<file path="config.mk">
export PLATFORM = sky130hd
export DESIGN_NAME = locked_bus_seq
export DESIGN_NICKNAME = d
export VERILOG_FILES = /design/src/rtl/lbs_pkg.sv /design/src/rtl/lbs_rst_sync.sv /design/src/rtl/lbs_mod_timer.sv /design/src/rtl/lbs_bus_regs.sv /design/src/rtl/lbs_fsm.sv /design/src/rtl/locked_bus_seq.sv
export SDC_FILE = /design/constraint.sdc
export NUM_CORES = 1
export LEC_CHECK = 0
export CAP_MARGIN = 10
export CORE_ASPECT_RATIO = 1.4
export CORE_MARGIN = 2
export CORE_UTILIZATION = 35
export CTS_BUF_LIST = sky130_fd_sc_hd__clkbuf_8
export CTS_CLUSTER_DIAMETER = 50
export DETAILED_ROUTE_END_ITERATION = 10
export DONT_BUFFER_PORTS = 1
export PLACE_DENSITY = 0.47
export SLEW_MARGIN = 20
export SYNTH_ARGS = -nofsm -noshare
export SYNTH_HDL_FRONTEND = slang
export SYNTH_SLANG_ARGS = --single-unit
</file>
<file path="constraint.sdc">
create_clock -name clk -period 4.25 [get_ports clk]
set_input_delay 0.85 -clock clk [delete_from_list [all_inputs] [get_ports clk]]
set_output_delay 0.85 -clock clk [all_outputs]
set_load 0.01 [all_outputs]
</file>
<file path="src/rtl/lbs_pkg.sv">
package lbs_pkg;
  typedef enum logic [1:0] {
    OP_READ  = 2'd0,
    OP_WRITE = 2'd1,
    OP_RMW   = 2'd2,
    OP_IACK  = 2'd3
  } lbs_op_e;

  typedef enum logic [2:0] {
    ST_IDLE,
    ST_ADDR,
    ST_WAIT,
    ST_SPACE,
    ST_MOD
  } lbs_state_e;
endpackage

</file>
<file path="src/rtl/lbs_rst_sync.sv">
module lbs_rst_sync #(
  parameter int unsigned STAGES = 2
) (
  input  logic clk,
  input  logic rst_n_in,
  output logic rst_n_out
);
  logic [STAGES-1:0] sync_q;

  always_ff @(posedge clk or negedge rst_n_in) begin
    if (!rst_n_in) sync_q <= '0;
    else           sync_q <= {sync_q[STAGES-2:0], 1'b1};
  end

  assign rst_n_out = sync_q[STAGES-1];
endmodule

</file>
<file path="src/rtl/lbs_mod_timer.sv">
module lbs_mod_timer #(
  parameter int unsigned MOD_CLKS = 2
) (
  input  logic clk,
  input  logic rst_n,
  input  logic load,
  input  logic run,
  output logic tmr_last
);
  localparam int unsigned CW = (MOD_CLKS < 2) ? 1 : $clog2(MOD_CLKS + 1);

  logic [CW-1:0] cnt_q, cnt_d;
  logic          cnt_en;

  assign cnt_en = load | run;

  always_comb begin
    cnt_d = cnt_q;
    if (load)                 cnt_d = CW'(MOD_CLKS);
    else if (run && cnt_q != '0) cnt_d = cnt_q - 1'b1;
  end

  always_ff @(posedge clk or negedge rst_n) begin
    if (!rst_n)      cnt_q <= '0;
    else if (cnt_en) cnt_q <= cnt_d;
  end

  assign tmr_last = (cnt_q == CW'(1));

  // the modify interval never runs with an exhausted count
  p_mod_count_r7: assert property (@(posedge clk) disable iff (!rst_n)
    run |-> (cnt_q != '0));
endmodule

</file>
<file path="src/rtl/lbs_bus_regs.sv">
module lbs_bus_regs
  import lbs_pkg::*;
#(
  parameter int unsigned AW = 32,
  parameter int unsigned DW = 32
) (
  input  logic          clk,
  input  logic          rst_n,
  input  logic          accept,
  input  lbs_op_e       req_op,
  input  logic          req_io,
  input  logic [AW-1:0] req_addr,
  input  logic [DW-1:0] req_wdata,
  input  logic          rd_done,
  input  logic [DW-1:0] bus_rdata,
  output lbs_op_e       op_q,
  output logic          io_q,
  output logic          locked_q,
  output logic [AW-1:0] addr_q,
  output logic [DW-1:0] wdata_q,
  output logic [DW-1:0] rdata_q
);
  logic          req_pair;
  logic          wdata_en;
  logic [DW-1:0] wdata_d;

  assign req_pair = (req_op == OP_RMW) || (req_op == OP_IACK);
  assign wdata_en = accept | (rd_done && op_q == OP_RMW);

  always_comb begin
    wdata_d = wdata_q;
    if (accept)       wdata_d = req_wdata;
    else if (rd_done) wdata_d = bus_rdata + DW'(1);
  end

  always_ff @(posedge clk or negedge rst_n) begin
    if (!rst_n) begin
      op_q     <= OP_READ;
      io_q     <= 1'b0;
      locked_q <= 1'b0;
      addr_q   <= '0;
    end else if (accept) begin
      op_q     <= req_op;
      io_q     <= req_io;
      locked_q <= req_pair && !req_io;
      addr_q   <= req_addr;
    end
  end

  always_ff @(posedge clk or negedge rst_n) begin
    if (!rst_n)        wdata_q <= '0;
    else if (wdata_en) wdata_q <= wdata_d;
  end

  always_ff @(posedge clk or negedge rst_n) begin
    if (!rst_n)       rdata_q <= '0;
    else if (rd_done) rdata_q <= bus_rdata;
  end

  // write data of the pair is the read value incremented
  p_rmw_data_r7: assert property (@(posedge clk) disable iff (!rst_n)
    (rd_done && op_q == OP_RMW) |=> (wdata_q == $past(bus_rdata) + DW'(1)));
  // address is stable during an operation
  p_addr_hold_r2: assert property (@(posedge clk) disable iff (!rst_n)
    !accept |=> $stable(addr_q));
endmodule

</file>
<file path="src/rtl/lbs_fsm.sv">
module lbs_fsm
  import lbs_pkg::*;
#(
  parameter int unsigned MOD_CLKS = 2
) (
  input  logic    clk,
  input  logic    rst_n,
  input  logic    req_valid,
  input  lbs_op_e op_q,
  input  logic    locked_q,
  input  logic    bus_rdy_n,
  output logic    req_ready,
  output logic    accept,
  output logic    rd_done,
  output logic    ads_n,
  output logic    lock_n,
  output logic    is_write,
  output logic    done
);
  lbs_state_e state_q, state_d;
  logic       second_q, second_d;
  logic       pair, cyc_end, final_end;
  logic       tmr_load, tmr_run, tmr_last;

  assign pair      = (op_q == OP_RMW) || (op_q == OP_IACK);
  assign is_write  = (op_q == OP_WRITE) || (op_q == OP_RMW && second_q);
  assign cyc_end   = (state_q == ST_WAIT) && !bus_rdy_n;
  assign final_end = cyc_end && (!pair || second_q);
  assign req_ready = (state_q == ST_IDLE);
  assign accept    = req_ready && req_valid;
  assign rd_done   = cyc_end && !is_write;
  assign tmr_load  = cyc_end && !final_end && (op_q == OP_RMW);
  assign tmr_run   = (state_q == ST_MOD);

  lbs_mod_timer #(.MOD_CLKS(MOD_CLKS)) u_timer (
    .clk      (clk),
    .rst_n    (rst_n),
    .load     (tmr_load),
    .run      (tmr_run),
    .tmr_last (tmr_last)
  );

  always_comb begin
    state_d  = state_q;
    second_d = second_q;
    case (state_q)
      ST_IDLE: if (accept) begin
        state_d  = ST_ADDR;
        second_d = 1'b0;
      end
      ST_ADDR:  state_d = ST_WAIT;
      ST_WAIT: if (cyc_end) begin
        if (final_end) begin
          state_d = ST_IDLE;
        end else begin
          second_d = 1'b1;
          state_d  = (op_q == OP_RMW) ? ST_MOD : ST_SPACE;
        end
      end
      ST_SPACE: state_d = ST_ADDR;
      ST_MOD:   if (tmr_last) state_d = ST_ADDR;
      default:  state_d = ST_IDLE;
    endcase
  end

  always_ff @(posedge clk or negedge rst_n) begin
    if (!rst_n) begin
      state_q  <= ST_IDLE;
      second_q <= 1'b0;
      done     <= 1'b0;
    end else begin
      state_q  <= state_d;
      second_q <= second_d;
      done     <= final_end;
    end
  end

  assign ads_n  = (state_q != ST_ADDR);
  assign lock_n = !(locked_q && state_q != ST_IDLE);

  // idle handshake never coincides with bus activity
  p_ready_idle_r1: assert property (@(posedge clk) disable iff (!rst_n)
    req_ready |-> (ads_n && lock_n));
  // strobe lasts a single clock
  p_strobe_single_r2: assert property (@(posedge clk) disable iff (!rst_n)
    !ads_n |=> ads_n);
  // the clock after a ready has no strobe
  p_idle_gap_r4: assert property (@(posedge clk) disable iff (!rst_n)
    cyc_end |=> ads_n);
  // lock only falls together with a strobe
  p_lock_fall_r5: assert property (@(posedge clk) disable iff (!rst_n)
    $fell(lock_n) |-> !ads_n);
  // lock only rises right after a sampled ready
  p_lock_rise_r6: assert property (@(posedge clk) disable iff (!rst_n)
    $rose(lock_n) |-> $past(!bus_rdy_n));
  // spacing clock of the acknowledge pair leads into a strobe
  p_iack_space_r8: assert property (@(posedge clk) disable iff (!rst_n)
    (state_q == ST_SPACE) |=> !ads_n);
  // done follows a ready
  p_done_r10: assert property (@(posedge clk) disable iff (!rst_n)
    done |-> $past(!bus_rdy_n));
endmodule

</file>
<file path="src/rtl/locked_bus_seq.sv">
module locked_bus_seq
  import lbs_pkg::*;
#(
  parameter int unsigned AW       = 32,
  parameter int unsigned DW       = 32,
  parameter int unsigned MOD_CLKS = 2
) (
  input  logic          clk,
  input  logic          rst_n,
  input  logic          req_valid,
  output logic          req_ready,
  input  logic [1:0]    req_op,
  input  logic          req_io,
  input  logic [AW-1:0] req_addr,
  input  logic [DW-1:0] req_wdata,
  output logic          bus_ads_n,
  output logic [AW-1:0] bus_addr,
  output logic          bus_wr,
  output logic          bus_mio,
  output logic          bus_lock_n,
  output logic [DW-1:0] bus_wdata,
  input  logic [DW-1:0] bus_rdata,
  input  logic          bus_rdy_n,
  output logic          done,
  output logic [DW-1:0] done_rdata
);
  logic    rst_n_s;
  logic    accept, rd_done;
  logic    io_q, locked_q;
  lbs_op_e op_q;

  lbs_rst_sync #(.STAGES(2)) u_rst (
    .clk       (clk),
    .rst_n_in  (rst_n),
    .rst_n_out (rst_n_s)
  );

  lbs_fsm #(.MOD_CLKS(MOD_CLKS)) u_fsm (
    .clk       (clk),
    .rst_n     (rst_n_s),
    .req_valid (req_valid),
    .op_q      (op_q),
    .locked_q  (locked_q),
    .bus_rdy_n (bus_rdy_n),
    .req_ready (req_ready),
    .accept    (accept),
    .rd_done   (rd_done),
    .ads_n     (bus_ads_n),
    .lock_n    (bus_lock_n),
    .is_write  (bus_wr),
    .done      (done)
  );

  lbs_bus_regs #(.AW(AW), .DW(DW)) u_regs (
    .clk       (clk),
    .rst_n     (rst_n_s),
    .accept    (accept),
    .req_op    (lbs_op_e'(req_op)),
    .req_io    (req_io),
    .req_addr  (req_addr),
    .req_wdata (req_wdata),
    .rd_done   (rd_done),
    .bus_rdata (bus_rdata),
    .op_q      (op_q),
    .io_q      (io_q),
    .locked_q  (locked_q),
    .addr_q    (bus_addr),
    .wdata_q   (bus_wdata),
    .rdata_q   (done_rdata)
  );

  assign bus_mio = !io_q;

  // IO space never carries lock
  p_io_unlocked_r9: assert property (@(posedge clk) disable iff (!rst_n_s)
    !bus_mio |-> bus_lock_n);
endmodule

</file>
==> results of run 1 <==
==> cell families (layout without fill, tap and decap cells) <==
group	count (synthesis)	after routing	share of synthesized area, %
and+or+nand+nor	223	223	20.4
DFF	109	109	55.0
AOI/OAI and AO/OA	76	76	9.06
buffers and inverters	34	31	2.83
muxes	30	30	6.79
xor gates and xnor gates	29	29	5.12
adders and majority gates	3	3	0.757
other	1	1	0.0756
==> sequential cells by signal, indices dropped and copies added, names as in the netlist <==
signal               flops
u_rst.sync_q             2
u_regs.op_q              2
u_regs.addr_q           32
u_regs.rdata_q          32
u_fsm.state_q            3
u_regs.io_q              1
u_fsm.second_q           1
u_regs.locked_q          1
u_fsm.done               1
u_regs.wdata_q          32
u_fsm.u_timer.cnt_q      2
==> synthesized netlist by cell type, drive strengths merged, types with 2 or more instances <==
master / n / area, sq um
mux2: 29 / 327
xnor2: 8 / 70.1
nor4: 5 / 43.8
dfrtp: 109 / 2730
nor2: 22 / 82.6
and2: 2 / 12.5
nor3: 8 / 40.0
o21ai: 39 / 195
or2: 2 / 12.5
xor2: 21 / 184
nand3: 18 / 90.1
buf: 9 / 45.1
a31oi: 2 / 12.5
a21o: 2 / 15.0
a21oi: 8 / 40.0
nand2b: 3 / 18.8
and3: 5 / 31.3
a22oi: 22 / 165
nand4: 15 / 93.8
nor2b: 3 / 18.8
or4: 3 / 22.5
nand2: 130 / 488
ha: 3 / 37.5
or3: 3 / 18.8
nand3b: 2 / 15.0
clkbuf: 16 / 61.3
inv: 9 / 33.8
==> worst max-delay path by stage <==
stage	startpoint	endpoint	slack [ps]	cells past startpoint
2_1_floorplan	u_rst.sync_q[1]$_DFF_PN0_	u_fsm.done$_DFF_PN0_	990	0
3_3_place_gp	bus_rdy_n	u_regs.wdata_q[14]$_DFFE_PN0P_	1530	5
3_5_place_dp	bus_rdy_n	u_regs.wdata_q[14]$_DFFE_PN0P_	1540	5
4_1_cts	u_fsm.state_q[2]$_DFFE_PN0P_	u_regs.wdata_q[17]$_DFFE_PN0P_	1600	5
5_1_grt	u_fsm.state_q[1]$_DFFE_PN0P_	u_regs.wdata_q[29]$_DFFE_PN0P_	1420	5
6_report	u_fsm.state_q[1]$_DFFE_PN0P_	u_regs.wdata_q[17]$_DFFE_PN0P_	1640	5
==> worst register-to-register path, cell delays in order, from the launching register on <==
cell	delay, ps
dfrtp_1	490
nor3_1	550
and2_2	600
buf_4	530
a22oi_1	230
o21ai_0	140
==> where the power goes <==
group / internal (uW) / switching (uW) / total [uW]
registers: 1520 / 591 / 2110
clock network: 234 / 371 / 605
logic: 417 / 508 / 925
total: 2170 / 1470 / 3640
==> stage by stage <==
step	worst slack, ps	cell area, sq um	hold WS, ps
2_1_floorplan	989	4960	331
3_3_place_gp	1530	5140	340
3_5_place_dp	1540	5140	341
4_1_cts	1600	5320	124
5_1_grt	1420	5320	117
6_report	1640	5320	145
==> metal layers <==
metal | track usage [%] | wire [microns] | share of wire [%] | vias up
met5 | 0 | 0 | 0 | -
met4 | 6.95 | 283 | 2.1 | 0
met3 | 5.69 | 1160 | 8.6 | 16
met2 | 30.5 | 6850 | 51 | 157
met1 | 20.0 | 5180 | 38 | 1779
li1 | - | - | - | 1704
==> layout make-up <==
cell class	instances	area, sq um
clock inverter	6	45.0
inverter	9	33.8
fill	1422	8590
sequential	109	2730
timing repair buffer	6	45.0
clock buffer	10	138
multi-input combinational	362	2090
tap	185	231
==> reports/results.txt, run 1 <==
Most frequent cells in the layout - nand2_1 (130), dfrtp_1 (108), o21ai_0 (36), mux2_2 (29), a22oi_1 (22)
Rows - 51
Net count, final - 603
Initial antenna violation count - 0
Vias per std cell - 5.32
DRC Markers - 0
Slew HR - 33.2%
CTS tree - yes
Number of I/O port buffers - 0
Worst reg2reg path startpoint - u_fsm.state_q[1]$_DFFE_PN0P_
Unrepaired setup endpoints after global routing - no
Remaining global-route overflow - 0
Synth unique cells - 40
Setup Buffers After CTS - 0
Max Cap Viol - 0
Crit path kind - register to register
Slowest Stage Delay on Critical Path - 600 ps
Worst Path Max Fanout - 44
H-tree Lvls - 3
Setup TNS Final - 0 ps
Final Critical Period - 2610 ps
Most used DFF post-synth - dfrtp_1
Worst R2R Path Depth - 5
Wirelength per Cell - 19.6 microns
Hold crit path type - input pin to async pin
Routability cong. - 0.800
Clock sinks - 109
# resized after CTS - 0
# hold bufs at CTS - 0
Leak Pwr - 0.00237 uW
Critical Path End Type - register
Final Max Slew Viols - 0
Dpl hpwl - 10,100 microns
Clock root cell - clkbuf_8
Ys async rst share - 100%
Largest net degree at the start of global routing - 65
Syn_area_per_cell - 9.82 sq um
Seq/Total Area, Yosys - 55.0%
CORE AREA - 0.0139 sq mm
#FFs+latches synth - 109
Period utilization - 61.4%
Crit start category - register
# setup viols final - 0
Mapped Nets - 611
Global-route wire length before repair - 20,500 microns
Most common cell after layout, fill and taps aside - nand2_1
Total track usage - 17.5%
Vias - 3,656
Yosys warning total - 0
IO Count - 205
Antenna fix cells - 0
Max Freq - 383 MHz
Tightest Pin Transition - 993 ps
Buffers & Inverters on Critical Path - 1
Arrival @ worst endpoint - 2910 ps
Number of global-route vias before repair - 3,765
Clk_lat worst skew - 380 ps
Final ANT Viol Nets - 0
CP delay by family, top - simple AND/OR/NAND/NOR gates
Cell Area, Synth - 0.00496 sq mm
Dpl cells - 671
Worst r2r dst - u_regs.wdata_q[17]$_DFFE_PN0P_
CP max stage cell - and2_2
Total CTS buffers - 9
Worst path cell trace - nor3_1 > and2_2 > buf_4 > a22oi_1 > o21ai_0
Detailed Route WL - 13,500 microns
Pwr dens - 685 mW/mm^2
Chip width - 105 microns
Clock transition at path regs - 110 ps
Cells after Synth - 505
Number of flops mapped to enable cells by yosys - 0
Final hold vios - 0
Reg2Reg Setup Slack - 1640 ps
Post-layout util - 38.2%
Status - completed
Clk buf depth - 2
Starting Density - 35.6%
Crit path required time - 4550 ps
Layout Skew - 17.6 ps
Total Power - 3640 uW
Drt pass-1 iters - 5
Layout cells sized above 1 - 11.6%
Layout area overhead - 7.27%
Max rail drop VDD - 228 uV
Die Area - 0.0151 sq mm
Drt first-iter violations - 211
Die Y - 145 microns
Non-filler cells, final - 687
Power figures use the tool's default switching activity.
==> run 2, diff against run 1 <==
==> constraint.sdc (replaced) <==
create_clock -name clk -period 2.45 [get_ports clk]
set_input_delay 0.49 -clock clk [delete_from_list [all_inputs] [get_ports clk]]
set_output_delay 0.49 -clock clk [all_outputs]
set_load 0.01 [all_outputs]
==> reports/results.txt, run 2 (same netlist as run 1, synthesis figures left out) <==
Met1 Resource Use GR - 20.1% (was 20.0%)
Seq pwr share - 57.3% (was 58.0%)
H-tree Lvls - 3 (unchanged)
FILL cells - 1,448 (was 1,422)
Clock transition at path regs - 100 ps (was 110 ps)
Die Area - 0.0151 sq mm (unchanged)
Drt first-iter violations - 217 (was 211)
Worst R2R Path Depth - 6 (was 5)
Initial antenna violation count - 1 (was 0)
Vias per std cell - 5.22 (was 5.32)
Pwr dens - 1180 mW/mm^2 (was 685 mW/mm^2)
Area of the multi-input gates - 0.00209 sq mm (unchanged)
Setup Buffers After CTS - 0 (unchanged)
Internal Power - 3860 uW (was 2170 uW)
Die Y - 145 microns (unchanged)
Max rail drop VDD - 374 uV (was 228 uV)
Sw Pwr - 2520 uW (was 1470 uW)
Antenna fix cells - 0 (unchanged)
Met2 Track Usage GR - 30.3% (was 30.5%)
Remaining global-route overflow - 0 (unchanged)
Arrival @ worst endpoint - 2420 ps (was 2910 ps)
Tightest Pin Transition - 1050 ps (was 993 ps)
Number of global-route vias before repair - 3,697 (was 3,765)
Largest net degree at the start of global routing - 62 (was 65)
Number of I/O port buffers - 0 (unchanged)
Peak-usage layer in the global routing report - met2 (unchanged)
Global-route wire length before repair - 20,300 microns (was 20,500 microns)
Clk_lat worst skew - 360 ps (was 380 ps)
Unrepaired setup endpoints after global routing - no (unchanged)
Grt met3 use - 5.69% (unchanged)
Sequential cell area - 0.00273 sq mm (unchanged)
Leak Pwr - 0.00242 uW (was 0.00237 uW)
Crit path kind - register to register (unchanged)
Clock power frac - 16.8% (was 16.6%)
Starting Density - 35.6% (unchanged)
# setup viols final - 0 (unchanged)
Buffers & Inverters on Critical Path - 1 (unchanged)
CTS tree - yes (unchanged)
Total CTS buffers - 9 (unchanged)
Worst Path Max Fanout - 13 (was 44)
Most frequent cells in the layout - nand2_1 (130), dfrtp_1 (108), o21ai_0 (36), mux2_2 (29), a22oi_1 (22) (unchanged)
Wirelength per Cell - 19.5 microns (was 19.6 microns)
CP delay by family, top - simple AND/OR/NAND/NOR gates (unchanged)
Max Freq - 469 MHz (was 383 MHz)
Routability cong. - 0.805 (was 0.800)
Reg2Reg Setup Slack - 320 ps (was 1640 ps)
Worst reg2reg path startpoint - u_fsm.state_q[2]$_DFFE_PN0P_ (was u_fsm.state_q[1]$_DFFE_PN0P_)
Most common cell after layout, fill and taps aside - nand2_1 (unchanged)
Final Max Slew Viols - 0 (unchanged)
Status - completed (unchanged)
Worst path cell trace - or4b_4 > or3_1 > buf_4 > nor2_1 > a21oi_1 > o21ai_0 (was nor3_1 > and2_2 > buf_4 > a22oi_1 > o21ai_0)
Switching Share - 39.5% (was 40.3%)
Crit path required time - 2740 ps (was 4550 ps)
Combinational Power Share - 25.9% (was 25.4%)
Final ANT Viol Nets - 0 (unchanged)
Layout area overhead - 8.96% (was 7.27%)
Total track usage - 17.4% (was 17.5%)
Clk buf depth - 2 (unchanged)
Final hold vios - 0 (unchanged)
Crit start category - register (unchanged)
Max Cap Viol - 0 (unchanged)
Rows - 51 (unchanged)
Drt pass-1 iters - 4 (was 5)
Vias - 3,631 (was 3,656)
Hold crit path type - register to async pin (was input pin to async pin)
Layout cells sized above 1 - 12.5% (was 11.6%)
DRC Markers - 0 (unchanged)
Largest registers - u_regs.addr_q x32, u_regs.rdata_q x32, u_regs.wdata_q x32 (unchanged)
Slowest Stage Delay on Critical Path - 590 ps (was 600 ps)
Dpl hpwl - 10,400 microns (was 10,100 microns)
Layout Skew - 6.19 ps (was 17.6 ps)
Clock root cell - clkbuf_8 (unchanged)
Clock sinks - 109 (unchanged)
Final Critical Period - 2130 ps (was 2610 ps)
Slew HR - 30.0% (was 33.2%)
Detailed Route WL - 13,500 microns (about the same)
Post-layout util - 38.8% (was 38.2%)
Net count, final - 611 (was 603)
Critical Path End Type - register (unchanged)
Worst r2r dst - u_regs.wdata_q[0]$_DFFE_PN0P_ (was u_regs.wdata_q[17]$_DFFE_PN0P_)
CP max stage cell - or4b_4 (was and2_2)
Chip width - 105 microns (unchanged)
CORE AREA - 0.0139 sq mm (unchanged)
IO Count - 205 (unchanged)
Setup TNS Final - 0 ps (unchanged)
Period utilization - 87.0% (was 61.4%)
run 2: cell count changes in the layout (fill, tap and decap cells not counted), sizes merged:
cell         delta
buf             +7
dlygate4sd3     +1
clkbuf          -1
bufinv          +1
clkinvlp        +2
clkinv          -1
inv             -1
run 2: cell type report:
cell class,count,share of cell area [%]
Sequential cell,109,50.6
Multi-Input combinational cell,362,38.8
Tap cell,185,4.28
Clock buffer,9,2.29
Timing Repair Buffer,14,2.22
Clock inverter,7,1.25
Inverter,9,0.625
run 2: power groups by stage:
stage | clock network, uW | logic, uW | registers (uW)
2_1_floorplan | 0 | 1350 | 3470
3_3_place_gp | 0 | 1590 | 3690
3_5_place_dp | 0 | 1660 | 3710
4_1_cts | 1130 | 1680 | 3670
5_1_grt | 1200 | 1900 | 3740
6_report | 1070 | 1650 | 3650
run 2: per-layer routing:
metal  wire (microns)  up-vias
li1                 -     1712
met1             5330     1751
met2             6810      148
met3             1120       18
met4              247        2
met5               16        -
run 2: repair_timing:
action,in CTS,in global routing
hold buffers,1,0
resized for setup,0,0
endpoints found under the hold margin,2,0
run 2: through the flow:
| stage | area, sq um | setup slack [ps] | hold slack, ps | power (uW) | std cells |
|---|---|---|---|---|---|
| finish | 5400 | 318 | 210 | 6370 | 695 |
| global route | 5400 | 164 | 197 | 6840 | 695 |
| CTS | 5400 | 310 | 194 | 6480 | 695 |
| detailed placement | 5200 | 319 | 194 | 5370 | 678 |
| global placement | 5200 | 337 | 194 | 5280 | 678 |
| floorplan | 4960 | 481 | 194 | 4820 | 505 |
run 2: how the worst max path moves through the flow:
stage                                       startpoint                              to  slack [ps]  cells past startpoint
after global placement                       bus_rdy_n   u_regs.wdata_q[2]$_DFFE_PN0P_         340                      6
after detailed placement  u_fsm.state_q[2]$_DFFE_PN0P_   u_regs.wdata_q[0]$_DFFE_PN0P_         320                      6
final                     u_fsm.state_q[2]$_DFFE_PN0P_   u_regs.wdata_q[0]$_DFFE_PN0P_         320                      6
after floorplan           u_fsm.state_q[1]$_DFFE_PN0P_  u_regs.wdata_q[10]$_DFFE_PN0P_         480                      8
after global routing      u_fsm.state_q[2]$_DFFE_PN0P_   u_regs.wdata_q[3]$_DFFE_PN0P_         160                      6
after CTS                 u_fsm.state_q[2]$_DFFE_PN0P_   u_regs.wdata_q[3]$_DFFE_PN0P_         310                      6
==> run 3, diff against run 2 <==
--- a/config.mk
+++ b/config.mk
@@ -5,12 +5,10 @@
 export SDC_FILE = /design/constraint.sdc
 export NUM_CORES = 1
 export LEC_CHECK = 0
-export CAP_MARGIN = 10
 export CORE_ASPECT_RATIO = 1.4
 export CORE_MARGIN = 2
 export CORE_UTILIZATION = 35
 export CTS_BUF_LIST = sky130_fd_sc_hd__clkbuf_8
-export CTS_CLUSTER_DIAMETER = 50
 export DETAILED_ROUTE_END_ITERATION = 10
 export DONT_BUFFER_PORTS = 1
 export PLACE_DENSITY = 0.47
==> results of run 3 <==
The final DEF is identical to that of run 2; final timing and power are the same.
